File: config.mk
export PLATFORM = sky130hd
export DESIGN_NAME = card_supply_seq
export DESIGN_NICKNAME = d
export VERILOG_FILES = /design/src/rtl/card_seq_pkg.sv /design/src/rtl/card_seq_regs.sv /design/src/rtl/card_seq_fsm.sv /design/src/rtl/card_supply_seq.sv
export SDC_FILE = /design/constraint.sdc
export NUM_CORES = 1
export LEC_CHECK = 0
export ABC_AREA = 1
export BUFFER_PORTS_ARGS = -buffer_cell sky130_fd_sc_hd__buf_2
export CORE_AREA = 2 2 56 58
export CTS_BUF_LIST = sky130_fd_sc_hd__clkbuf_4 sky130_fd_sc_hd__clkbuf_8
export DETAILED_ROUTE_END_ITERATION = 6
export DIE_AREA = 0 0 58 60
export PLACE_DENSITY = 0.69
export SYNTH_ARGS = -nofsm -noshare
export SYNTH_HDL_FRONTEND = slang
export SYNTH_HIERARCHICAL = 1
export SYNTH_SLANG_ARGS = --single-unit
File: constraint.sdc
create_clock -name clk -period 4.8 [get_ports clk]
set_input_delay 0.72 -clock clk [delete_from_list [all_inputs] [get_ports clk]]
set_output_delay 0.72 -clock clk [all_outputs]
set_load 0.01 [all_outputs]
File: src/rtl/card_seq_pkg.sv
package card_seq_pkg;

  typedef enum logic [2:0] {
    S_OFF  = 3'd0,
    S_WAIT = 3'd1,
    S_IO   = 3'd2,
    S_CLK  = 3'd3,
    S_ON   = 3'd4,
    S_DRST = 3'd5,
    S_DCLK = 3'd6,
    S_DIO  = 3'd7
  } seq_state_t;

  localparam int LVL_HI     = 7;
  localparam int LVL_LO     = 6;
  localparam int RDY_BIT    = 5;
  localparam int ARM_BIT    = 4;
  localparam int STABLE_BIT = 3;
  localparam int LOCK_BIT   = 2;

  // True on the last cycle of a phase of 'len' cycles.
  function automatic logic phase_end(input int unsigned cnt, input int unsigned len);
    return (cnt + 1) >= len;
  endfunction

  function automatic int unsigned max3(input int unsigned a, input int unsigned b,
                                       input int unsigned c);
    int unsigned m;
    m = (a > b) ? a : b;
    return (m > c) ? m : c;
  endfunction

  function automatic logic [7:0] pack_status(input logic [1:0] lvl, input logic rdy,
                                             input logic arm, input logic stable,
                                             input logic lock);
    logic [7:0] r;
    r = 8'h00;
    r[LVL_HI:LVL_LO] = lvl;
    r[RDY_BIT]       = rdy;
    r[ARM_BIT]       = arm;
    r[STABLE_BIT]    = stable;
    r[LOCK_BIT]      = lock;
    return r;
  endfunction

endpackage

File: src/rtl/card_seq_regs.sv
module card_seq_regs
  import card_seq_pkg::*;
(
  input  logic       clk,
  input  logic       rst_n,
  input  logic       wr_en,
  input  logic [7:0] wr_data,
  input  logic       supply_fault,
  input  logic       slot_off,
  input  logic       deact_go,
  input  logic       stable,
  output logic [7:0] rd_data,
  output logic       start,
  output logic [1:0] start_lvl,
  output logic       stop_req,
  output logic       fault_hit,
  output logic       rdy_mode,
  output logic       locked
);

  logic [1:0] lvl_q;
  logic       rdy_q;
  logic       arm_q;
  logic       lock_q;
  logic [1:0] wr_lvl;

  assign wr_lvl    = wr_data[LVL_HI:LVL_LO];
  assign fault_hit = supply_fault && arm_q;
  assign start     = wr_en && (wr_lvl != 2'b00) && slot_off && !lock_q && !fault_hit;
  assign start_lvl = wr_lvl;
  assign stop_req  = wr_en && (wr_lvl == 2'b00);
  assign rdy_mode  = rdy_q;
  assign locked    = lock_q;
  assign rd_data   = pack_status(lvl_q, rdy_q, arm_q, stable, lock_q);

  always_ff @(posedge clk or negedge rst_n) begin
    if (!rst_n) begin
      lvl_q  <= 2'b00;
      rdy_q  <= 1'b0;
      arm_q  <= 1'b0;
      lock_q <= 1'b0;
    end else begin
      if (wr_en) begin
        rdy_q <= wr_data[RDY_BIT];
        arm_q <= wr_data[ARM_BIT];
      end
      if (deact_go) begin
        lvl_q <= 2'b00;
      end
      if (stop_req) begin
        lvl_q  <= 2'b00;
        lock_q <= 1'b0;
      end else if (start) begin
        lvl_q <= wr_lvl;
      end
      if (fault_hit) begin
        lvl_q  <= 2'b00;
        arm_q  <= 1'b0;
        lock_q <= 1'b1;
      end
    end
  end

  a_r7_fault_clears: assert property (@(posedge clk) disable iff (!rst_n)
    fault_hit |=> (lvl_q == 2'b00) && lock_q && !arm_q);

  a_r9_level_kept: assert property (@(posedge clk) disable iff (!rst_n)
    (!slot_off && !deact_go && !fault_hit && !stop_req) |=> $stable(lvl_q));

endmodule

File: src/rtl/card_seq_fsm.sv
module card_seq_fsm
  import card_seq_pkg::*;
#(
  parameter int unsigned ACT_STEP  = 4,
  parameter int unsigned RST_DLY   = 8,
  parameter int unsigned DEACT_CYC = 3
) (
  input  logic       clk,
  input  logic       rst_n,
  input  logic       start,
  input  logic [1:0] start_lvl,
  input  logic       stop_req,
  input  logic       fault_hit,
  input  logic       rdy_mode,
  input  logic       supply_good,
  input  logic       card_event,
  input  logic       tmr_expired,
  output logic       slot_off,
  output logic       deact_go,
  output logic       stable,
  output logic [1:0] vsel,
  output logic       supply_en,
  output logic       card_rst,
  output logic       card_clk_en,
  output logic       card_io_en
);

  localparam int unsigned MAXLEN = max3(ACT_STEP, RST_DLY, DEACT_CYC);
  localparam int unsigned CNT_W  = $clog2(MAXLEN + 1);

  seq_state_t       state_q;
  logic [CNT_W-1:0] cnt_q;
  logic [1:0]       lvl_q;
  logic             en_q, io_q, ck_q, rs_q;

  logic             live;
  logic             past_wait;
  logic             good_lost;
  logic             wait_abort;
  logic             timed;
  logic             phase_done;
  int unsigned      cur_len;

  assign live       = (state_q == S_WAIT) || (state_q == S_IO) ||
                      (state_q == S_CLK)  || (state_q == S_ON);
  assign past_wait  = (state_q == S_IO) || (state_q == S_CLK) || (state_q == S_ON);
  assign good_lost  = past_wait && !supply_good;
  assign wait_abort = (state_q == S_WAIT) && !rdy_mode && tmr_expired;
  assign deact_go   = live && (card_event || good_lost || stop_req || fault_hit || wait_abort);
  assign timed      = (state_q == S_IO) || (state_q == S_CLK) ||
                      (state_q == S_DRST) || (state_q == S_DCLK) || (state_q == S_DIO);

  always_comb begin
    case (state_q)
      S_IO:    cur_len = ACT_STEP;
      S_CLK:   cur_len = RST_DLY;
      default: cur_len = DEACT_CYC;
    endcase
  end

  assign phase_done = timed && phase_end(32'(cnt_q), cur_len);

  assign slot_off    = (state_q == S_OFF);
  assign stable      = (state_q == S_ON) && supply_good;
  assign vsel        = lvl_q;
  assign supply_en   = en_q;
  assign card_rst    = rs_q;
  assign card_clk_en = ck_q;
  assign card_io_en  = io_q;

  always_ff @(posedge clk or negedge rst_n) begin
    if (!rst_n) begin
      state_q <= S_OFF;
      cnt_q   <= '0;
      lvl_q   <= 2'b00;
      en_q    <= 1'b0;
      io_q    <= 1'b0;
      ck_q    <= 1'b0;
      rs_q    <= 1'b0;
    end else if (deact_go) begin
      state_q <= S_DRST;
      cnt_q   <= '0;
      rs_q    <= 1'b0;
    end else begin
      if (timed) cnt_q <= cnt_q + 1'b1;
      case (state_q)
        S_OFF: if (start) begin
          state_q <= S_WAIT;
          en_q    <= 1'b1;
          lvl_q   <= start_lvl;
        end
        S_WAIT: if (rdy_mode && supply_good) begin
          state_q <= S_IO;
          io_q    <= 1'b1;
          cnt_q   <= '0;
        end
        S_IO: if (phase_done) begin
          state_q <= S_CLK;
          ck_q    <= 1'b1;
          cnt_q   <= '0;
        end
        S_CLK: if (phase_done) begin
          state_q <= S_ON;
          rs_q    <= 1'b1;
          cnt_q   <= '0;
        end
        S_DRST: if (phase_done) begin
          state_q <= S_DCLK;
          ck_q    <= 1'b0;
          cnt_q   <= '0;
        end
        S_DCLK: if (phase_done) begin
          state_q <= S_DIO;
          io_q    <= 1'b0;
          cnt_q   <= '0;
        end
        S_DIO: if (phase_done) begin
          state_q <= S_OFF;
          en_q    <= 1'b0;
          lvl_q   <= 2'b00;
          cnt_q   <= '0;
        end
        default: ;
      endcase
    end
  end

  a_r3_rst_needs_lines: assert property (@(posedge clk) disable iff (!rst_n)
    rs_q |-> (ck_q && io_q && en_q));

  a_r6_rst_before_clk: assert property (@(posedge clk) disable iff (!rst_n)
    $fell(ck_q) |-> !rs_q);

  a_r6_io_after_clk: assert property (@(posedge clk) disable iff (!rst_n)
    $fell(io_q) |-> (!ck_q && !rs_q));

  a_r6_supply_last: assert property (@(posedge clk) disable iff (!rst_n)
    $fell(en_q) |-> (!io_q && !ck_q && !rs_q));

  a_r2_vsel_with_en: assert property (@(posedge clk) disable iff (!rst_n)
    (lvl_q != 2'b00) == en_q);

  a_r9_level_held: assert property (@(posedge clk) disable iff (!rst_n)
    (en_q && $past(en_q)) |-> $stable(lvl_q));

endmodule

File: src/rtl/card_supply_seq.sv
module card_supply_seq
  import card_seq_pkg::*;
#(
  parameter int unsigned ACT_STEP  = 4,
  parameter int unsigned RST_DLY   = 8,
  parameter int unsigned DEACT_CYC = 3
) (
  input  logic       clk,
  input  logic       rst_n,
  input  logic       wr_en,
  input  logic [7:0] wr_data,
  output logic [7:0] rd_data,
  input  logic       supply_good,
  input  logic       card_event,
  input  logic       supply_fault,
  input  logic       tmr_expired,
  output logic [1:0] vsel,
  output logic       supply_en,
  output logic       card_rst,
  output logic       card_clk_en,
  output logic       card_io_en
);

  logic       start, stop_req, fault_hit, rdy_mode, locked;
  logic       slot_off, deact_go, stable;
  logic [1:0] start_lvl;

  card_seq_regs u_regs (
    .clk(clk), .rst_n(rst_n), .wr_en(wr_en), .wr_data(wr_data),
    .supply_fault(supply_fault), .slot_off(slot_off), .deact_go(deact_go),
    .stable(stable), .rd_data(rd_data), .start(start), .start_lvl(start_lvl),
    .stop_req(stop_req), .fault_hit(fault_hit), .rdy_mode(rdy_mode),
    .locked(locked)
  );

  card_seq_fsm #(
    .ACT_STEP(ACT_STEP), .RST_DLY(RST_DLY), .DEACT_CYC(DEACT_CYC)
  ) u_fsm (
    .clk(clk), .rst_n(rst_n), .start(start), .start_lvl(start_lvl),
    .stop_req(stop_req), .fault_hit(fault_hit), .rdy_mode(rdy_mode),
    .supply_good(supply_good), .card_event(card_event), .tmr_expired(tmr_expired),
    .slot_off(slot_off), .deact_go(deact_go), .stable(stable), .vsel(vsel),
    .supply_en(supply_en), .card_rst(card_rst), .card_clk_en(card_clk_en),
    .card_io_en(card_io_en)
  );

  a_r8_lock_blocks: assert property (@(posedge clk) disable iff (!rst_n)
    (locked && slot_off) |=> !supply_en);

  a_r10_stable_active: assert property (@(posedge clk) disable iff (!rst_n)
    rd_data[STABLE_BIT] |-> (card_rst && supply_good));

endmodule

After elaboration in Yosys (flattened, before gate mapping). Index checks and enable logic that the tools add are counted.

Bits in registers: 18. Input port bits: 15. Output and inout bits: 14. Logic and storage cells: 117.

Add/sub/neg operators: 2. Magnitude comparators: 1. Eq/ne operators: 20. Mux-type cells: 35. Bitwise logic cells: 1. Reduce and logical (&&, ||, !) cells: 47.

Operators by type and width (count): $ge 32x4->1 (1); $mux 3 (8); $pmux 3 s7 (1); $mux 4 (4); $pmux 4 s2 (2); $reduce_bool 2->1 (8); $ne 3x2->1 const B (5); $logic_and 1x1->1 (13); $eq 3x3->1 const B (4); $logic_or 1x1->1 (12); $mux 2 (6); $reduce_and 4->1 (3); $mux 1 (10); $ne 2x1->1 const B (4); $reduce_and 8->1 (1); $reduce_bool 8->1 (1); $eq 3x2->1 const B (2); $ne 3x3->1 const B (2); $pmux 1 s2 (3); $add 4x1->5 const B (1); $reduce_or 5->1 (1); $add 4x1->4 const B (1); $logic_not 1->1 (4); $ne 2x2->1 const B (2); other kinds (7) (7).

Depth between registers and ports, before layout. Gate-level depths: netlist (run 1).

Depth after elaboration: 13. Depth in mapped cells: 15.

Hierarchy. The synthesis (run 1) kept the hierarchy.

By module, submodules not included: card_seq_fsm (times used 1, cells each 122, area an instance 917.1 sq um, sequential area each 325.3 sq um); card_seq_regs (times used 1, cells each 40, area an instance 321.6 sq um, sequential area each 125.1 sq um).

Worst setup path after synthesis (run 1). OpenSTA, ideal clock, no wires.

Path kind: reg-to-reg. Start: reg u_fsm.state_q[2]. End: reg u_fsm.state_q[2]. Arrival: 1.619 ns. Setup slack: 3.065 ns. Cell stages (with the launch flop): 10. Period minus slack after synthesis: 1.735 ns. Cells stage by stage: dfrtp_1 inv_2 nand3_2 ha_1 a21oi_1 nand4_4 nand2_2 nand2_1 nand2_1 nand2_1.

Longest elaborated chain between the ends: 11. Elaborated cells between the ends (all ways): 41. Those cells by class: order compare: 1; eq/ne: 14; mux: 3; reduce/logical: 23.

RTL lines: start, declared (line card_seq_fsm.sv:31) `seq_state_t state_q;`; start signal, assigned (line card_seq_fsm.sv:73) `state_q <= S_OFF;`; start signal, assigned (line card_seq_fsm.sv:81) `state_q <= S_DRST;`; start signal, assigned (line card_seq_fsm.sv:88) `state_q <= S_WAIT;`; branches (longest 11 deep; another with $ge 32x4->1).

Several ways; the timed one is not identified. A chain may end at the register's enable or synchronous reset.

Final worst setup path (run 1).
Start: reg u_fsm.state_q[0]. End: out rd_data[3].

Longest elaborated chain between the ends: 2.

RTL lines: $eq 3x3->1 (line card_seq_fsm.sv:64) `assign stable = (state_q == S_ON) && supply_good;`; $logic_and 1x1->1 (line card_seq_fsm.sv:64); end, declared (line card_supply_seq.sv:12) `output logic [7:0] rd_data,`.

Every way passes these cells.

==> impl_metrics.env, run 1 <==
export IMPL_vias=1061
export IMPL_clkSinkCount=18
export IMPL_criticalPathCategory="reg -> out"
export IMPL_cts_root_buf="clkbuf_4"
export IMPL_finalPower_uw=849
export IMPL_critPathRequiredTime_ns=4.08
export IMPL_clk_latency_ns=0.29
export IMPL_end_kind="output port"
export IMPL_cts_path_max_buffers=2
export IMPL_maxCapViolCount=0
export IMPL_cp_start_kind="register"
export IMPL_r2r_start="u_fsm/state_q[0]$_DFFE_PN0P_"
export IMPL_gp_congestion=0.760
export IMPL_final_period_utilization_pct=44.0
export IMPL_postCtsHoldBufs=0
export IMPL_route_detailed_drc=0
export IMPL_synth_area_um2=1240
export IMPL_grt_overflow_total=0
export IMPL_finalSetupViolCount=0
export IMPL_pwr_share_comb_pct=60.4
export IMPL_start_util_pct=42.7
export IMPL_timing_rr_end="u_fsm/vsel[0]$_DFFE_PN0P_"
export IMPL_switching_share_pct=50.1
export IMPL_fp_dieW_um=58
export IMPL_ys_seq_elements=18
export IMPL_final_common_cell="nand2_1"
export IMPL_post_cts_repair_setup_buffers=0
export IMPL_io_pins=29
export IMPL_drive_gt1_share_pct=29.8
export IMPL_p_int_uw=423
export IMPL_drt_iter0_markers=32
export IMPL_finalMaxSlewViolations=0
export IMPL_cts_tree="done"
export IMPL_pre_cts_ws_ns=2.80
export IMPL_fin_ws_ns=2.69
export IMPL_clk_pin_slew_ns=0.11
export IMPL_htree_levels=1
export IMPL_stdcell_count=214
export IMPL_synth_distinct_cells=28
export IMPL_die_y_um=60
export IMPL_dp_hpwl_mm=2.00
export IMPL_rrSetupSlack_ns=2.84
export IMPL_power_leakage_nw=0.771
export IMPL_synth_seq_area_share_pct=36.4
export IMPL_drt_pass1_iter_count=4
export IMPL_clock_skew_ns=0.0129
export IMPL_syn2layout_area_growth_pct=10.6
export IMPL_rsz0062_at_grt="no"
export IMPL_worstPathArrival_ns=1.39
export IMPL_vias_per_cell=4.96
export IMPL_dieArea_um2=3480
export IMPL_fp_row_count=20
export IMPL_grt_max_degree=19
export IMPL_yosysWarnings=6
export IMPL_coreArea_um2=2900
export IMPL_synth_avg_cell_area_um2=7.65
export IMPL_power_switching_uw=425
export IMPL_diodes=0
export IMPL_synth_top_area_share_pct=36.4
export IMPL_grt_antenna_before_repair=0
export IMPL_fin_setup_tns_ns=0
export IMPL_seqPwrFrac_pct=28.5
export IMPL_cp_max_fo=7
export IMPL_status="finished clean"
export IMPL_routed_wl_mm=2.45
export IMPL_clock_power_share_pct=11.1
export IMPL_post_cts_resized=0
export IMPL_grt_pass1_vias=1039
export IMPL_cts_buffers=3
export IMPL_min_period_ns=2.11
export IMPL_p_per_area_nw_per_um2=619
export IMPL_io_buffers=22
export IMPL_fillers=300
export IMPL_final_antenna_net_count=0
export IMPL_nets=201
export IMPL_fmax_mhz=474
export IMPL_finalHoldViolCount=0
export IMPL_dp_cells=210
export IMPL_yosysTopAreaCell="dfrtp_1"
export IMPL_grt_pass1_wl_mm=4.20
export IMPL_wire_per_inst_um=11.5
export IMPL_grt_usage_pct=15.9
export IMPL_rr_worst_depth=12
export IMPL_ir_drop_mv=0.389
export IMPL_final_cell_mix="nand2_1, buf_2, inv_1, dfrtp_1, nor2_1"
export IMPL_hp_class="in -> async"
export IMPL_ys_top_cells_by_area="dfrtp_1, nand2_1, nand3_1, inv_1, buf_4"
export IMPL_syn_instance_count=162
-- cell families after synthesis --
group           after synthesis  share of synthesized area (%)
other cells                   1                          0.303
mux                           1                          0.808
simple gates                 92                           38.6
xor+xnor                      2                           1.41
fa+ha+maj                     4                           4.04
compound gates               13                           6.46
buf+inv                      31                           12.0
flops                        18                           36.4
-- synth_stat cells (all sizes together) --
| cell | number |
|---|---|
| nor3 | 3 |
| ha | 4 |
| a21oi | 4 |
| xor2 | 1 |
| mux2i | 1 |
| nand3b | 1 |
| xnor2 | 1 |
| nand4 | 4 |
| nor2 | 22 |
| nand3 | 18 |
| inv | 23 |
| conb | 1 |
| o21ai | 9 |
| buf | 8 |
| dfrtp | 18 |
| nand2 | 44 |
-- layout make-up --
cell class | instances | area (um^2) | share of cell area (%)
multi-input combinational | 114 | 643 | 46.9
clock buffer | 4 | 36.3 | 2.65
tap | 33 | 41.3 | 3.01
inverter | 23 | 88.8 | 6.48
sequential | 18 | 450 | 32.9
timing repair buffer | 22 | 110 | 8.04
-- critical path, stage by stage, from the launching register on --
cell and delay, ns:
dfrtp_1 0.49, nor2_1 0.24, nand2_1 0.10, nor2_1 0.12, buf_2 0.14
-- state kept, by name, indices dropped and copies added (netlist names) --
signal             count
u_fsm/card_rst         1
u_regs/locked          1
u_regs/lvl_q           2
u_fsm/card_io_en       1
u_regs/rdy_mode        1
u_regs/arm_q           1
u_fsm/card_clk_en      1
u_fsm/vsel             2
u_fsm/cnt_q            4
u_fsm/supply_en        1
u_fsm/state_q          3
-- power groups by stage --
stage	clock (mW)	sequential (mW)	combinational, mW
4_1_cts	0.0972	0.243	0.514
6_report	0.0939	0.242	0.513
3_3_place_gp	0	0.243	0.496
5_1_grt	0.106	0.250	0.574
2_1_floorplan	0	0.248	0.402
3_5_place_dp	0	0.246	0.511
-- worst max-delay path by stage --
| stage | to | slack [ns] | start | cells past startpoint |
|---|---|---|---|---|
| detailed placement | u_regs/lvl_q[1]$_DFFE_PN0P_ | 2.80 | wr_en | 12 |
| global route | rd_data[3] | 2.58 | u_fsm/state_q[0]$_DFFE_PN0P_ | 4 |
| finish | rd_data[3] | 2.69 | u_fsm/state_q[0]$_DFFE_PN0P_ | 4 |
| CTS | rd_data[3] | 2.68 | u_fsm/state_q[0]$_DFFE_PN0P_ | 4 |
| global placement | u_regs/lvl_q[0]$_DFFE_PN0P_ | 2.85 | wr_en | 12 |
| floorplan | u_fsm/state_q[2]$_DFFE_PN0P_ | 3.06 | u_fsm/state_q[2]$_DFFE_PN0P_ | 9 |
-- stage by stage --
step | util (%) | instance area [um^2] | hold WS, ns
4_1_cts | 47.2 | 1370 | 0.345
3_5_place_dp | 45.9 | 1330 | 0.479
6_report | 47.2 | 1370 | 0.333
5_1_grt | 47.2 | 1370 | 0.343
2_1_floorplan | - | 1240 | 0.424
3_3_place_gp | 45.9 | 1330 | 0.459
-- metal layers --
metal,GRT usage [%],routed length [um],vias to the layer above
met4,5.98,12,0
met3,2.60,79,2
met5,0,0,-
met2,29.9,1270,20
li1,-,-,543
met1,17.9,1090,496
No activity file was read; power rests on OpenSTA's default activity.
==> inputs of run 2 (changes only) <==
clock period = 2.1 ns   (was 4.8 ns; I/O delays follow)
==> run 2 against run 1 <==
  * Global-route usage is essentially flat
  * Largest cell class unchanged
  * Final area grew 1.9%
  * Non-clock buffer count grew 2
  * Critical path depth rose by 9
  * Final cell count up 0.93%
  * Largest power group unchanged
  * Utilization rose by 0.91 points
  * Sequential power is 130% higher
  * Critical path type is now reg -> reg
  * Die area is the same
  * Clock skew fell by 0.0045 ns
  * Worst hold slack worse by 0.13 ns
  * Total power increased by 130%
==> impl_metrics.env, run 2 (same netlist as run 1, synthesis figures left out) <==
export IMPL_cts_buffers=3
export IMPL_clk_latency_ns=0.31
export IMPL_fin_setup_tns_ns=0
export IMPL_cp_max_fo=4
export IMPL_grt_overflow_total=0
export IMPL_drt_iter0_markers=12
export IMPL_pwr_share_comb_pct=60.3
export IMPL_min_period_ns=1.87
export IMPL_fmax_mhz=535
export IMPL_clock_skew_ns=0.00844
export IMPL_final_period_utilization_pct=89.1
export IMPL_crit_family="simple AND/OR/NAND/NOR gates"
export IMPL_rr_worst_depth=13
export IMPL_dieArea_um2=3480
export IMPL_criticalPathCategory="reg -> reg"
export IMPL_rrSetupSlack_ns=0.23
export IMPL_ir_drop_mv=0.549
export IMPL_crit_path_start="u_fsm/cnt_q[0]$_DFF_PN0_"
export IMPL_seqPwrFrac_pct=28.4
export IMPL_io_pins=29
export IMPL_crit_chain="ha_1 > nand2_1 > inv_1 > nor2_1 > ha_1 > nand2_1 > inv_1 > nand2_4 > nand4_4 > nand2_2 > nand2_1 > nand2_1 > nand2_1"
export IMPL_maxCapViolCount=0
export IMPL_die_y_um=60
export IMPL_cts_tree="done"
export IMPL_final_cell_mix="nand2_1, buf_2, inv_1"
export IMPL_fp_dieW_um=58
export IMPL_vias=1075
export IMPL_postPlaceCellArea_um2=1340
export IMPL_start_util_pct=42.7
export IMPL_power_leakage_nw=0.779
export IMPL_rsz0062_at_grt="no"
export IMPL_routed_wl_mm=2.46
export IMPL_crit_slowest_cell="dfrtp_1"
export IMPL_diodes=0
export IMPL_min_delay_start="wr_data[5]"
export IMPL_grt_max_degree=19
export IMPL_p_per_area_nw_per_um2=1410
export IMPL_clk_pin_slew_ns=0.11
export IMPL_grt_pass1_wl_mm=4.17
export IMPL_final_common_cell="nand2_1"
export IMPL_pre_cts_ws_ns=0.200
export IMPL_grt_usage_pct=15.9
export IMPL_clkSinkCount=18
export IMPL_final_cell_area_um2=1400
export IMPL_gp_congestion=0.746
export IMPL_final_antenna_net_count=0
export IMPL_cts_root_buf="clkbuf_4"
export IMPL_cp_common_cell="nand2_1"
export IMPL_crit_path_max_incr_delay_ns=0.45
export IMPL_finalHoldViolCount=0
export IMPL_min_delay_worst_endpoint="u_regs/rdy_mode$_DFFE_PN0P_"
export IMPL_top_register="u_fsm/cnt_q"
export IMPL_whs_ns=0.203
export IMPL_fp_row_count=20
export IMPL_clock_power_share_pct=11.3
export IMPL_crit_buf_inv=2
export IMPL_switching_share_pct=49.7
export IMPL_cp_start_kind="register"
export IMPL_drt_pass1_iter_count=4
export IMPL_hp_class="in -> reg"
export IMPL_p_int_uw=990
export IMPL_r2r_start="u_fsm/cnt_q[0]$_DFF_PN0_"
export IMPL_reg_top3="u_fsm/cnt_q x4, u_fsm/state_q x3"
export IMPL_htree_levels=1
export IMPL_timing_rr_end="u_fsm/state_q[2]$_DFFE_PN0P_"
export IMPL_largest_register_ff_count=4
export IMPL_nets=203
export IMPL_route_detailed_drc=0
export IMPL_drive_gt1_share_pct=32.2
export IMPL_dp_hpwl_mm=1.91
export IMPL_fin_ws_ns=0.230
export IMPL_finalMaxSlewViolations=0
export IMPL_vias_per_cell=4.98
export IMPL_grt_pass1_vias=997
export IMPL_worstPathArrival_ns=2.07
export IMPL_status="finished clean"
export IMPL_end_kind="register"
export IMPL_power_switching_uw=976
export IMPL_grt_antenna_before_repair=0
export IMPL_critPathRequiredTime_ns=2.30
export IMPL_finalSetupViolCount=0
export IMPL_hold_depth=3
export IMPL_wire_per_inst_um=11.4
export IMPL_post_cts_repair_setup_buffers=0
export IMPL_io_buffers=22
export IMPL_cts_path_max_buffers=2
export IMPL_syn2layout_area_growth_pct=12.7
export IMPL_coreArea_um2=2900
[run 2: worst reg2reg max path, stage by stage (launching register included)]
cell     delay, ns
dfrtp_1       0.45
ha_1          0.23
nand2_1       0.07
inv_1         0.05
nor2_1        0.13
ha_1          0.26
nand2_1       0.07
inv_1         0.06
nand2_4       0.08
nand4_4       0.10
nand2_2       0.12
nand2_1       0.05
nand2_1       0.05
nand2_1       0.05
[run 2: area by class of cell]
cell class,instances,area [um^2]
Fill cell,305,1510
Multi-Input combinational cell,114,649
Sequential cell,18,453
Timing Repair Buffer,24,128
Inverter,23,88.8
Tap cell,33,41.3
Clock buffer,4,36.3
[run 2: power groups by stage]
stage	sequential [mW]	combinational [mW]	clock (mW)
after floorplan	0.568	0.919	0
after global placement	0.556	1.15	0
after detailed placement	0.561	1.18	0
after CTS	0.555	1.18	0.230
after global routing	0.578	1.35	0.242
final	0.559	1.19	0.221
[run 2: through the flow]
step | instances | total power, mW | util, %
after floorplan | 163 | 1.49 | -
after global placement | 211 | 1.70 | 46.2
after detailed placement | 211 | 1.74 | 46.2
after CTS | 216 | 1.96 | 47.8
after global routing | 216 | 2.17 | 48.1
final | 216 | 1.97 | 48.1
[run 2: per-layer routing]
| metal | share of wire (%) | track usage [%] | vias up |
|---|---|---|---|
| met5 | 0 | 0 | - |
| li1 | - | - | 550 |
| met2 | 50 | 26.9 | 23 |
| met3 | 3.1 | 1.95 | 5 |
| met1 | 45 | 19.7 | 497 |
| met4 | 2.0 | 8.31 | 0 |
[run 2: how the worst max path moves through the flow]
| stage | slack (ns) | endpoint | depth (start not counted) |
|---|---|---|---|
| after detailed placement | 0.20 | u_fsm/state_q[2]$_DFFE_PN0P_ | 9 |
| after global routing | 0.02 | u_fsm/state_q[2]$_DFFE_PN0P_ | 13 |
| after floorplan | 0.36 | u_fsm/state_q[2]$_DFFE_PN0P_ | 9 |
| after CTS | 0.17 | u_fsm/state_q[2]$_DFFE_PN0P_ | 9 |
| final | 0.23 | u_fsm/state_q[2]$_DFFE_PN0P_ | 13 |
| after global placement | 0.22 | u_fsm/card_clk_en$_DFFE_PN0P_ | 9 |
[run 2: timing repair]
item,CTS,global route
setup endpoints to repair,0,6
hold endpoints to repair,18,0
gates resized for setup,0,4
hold buffers,1,0
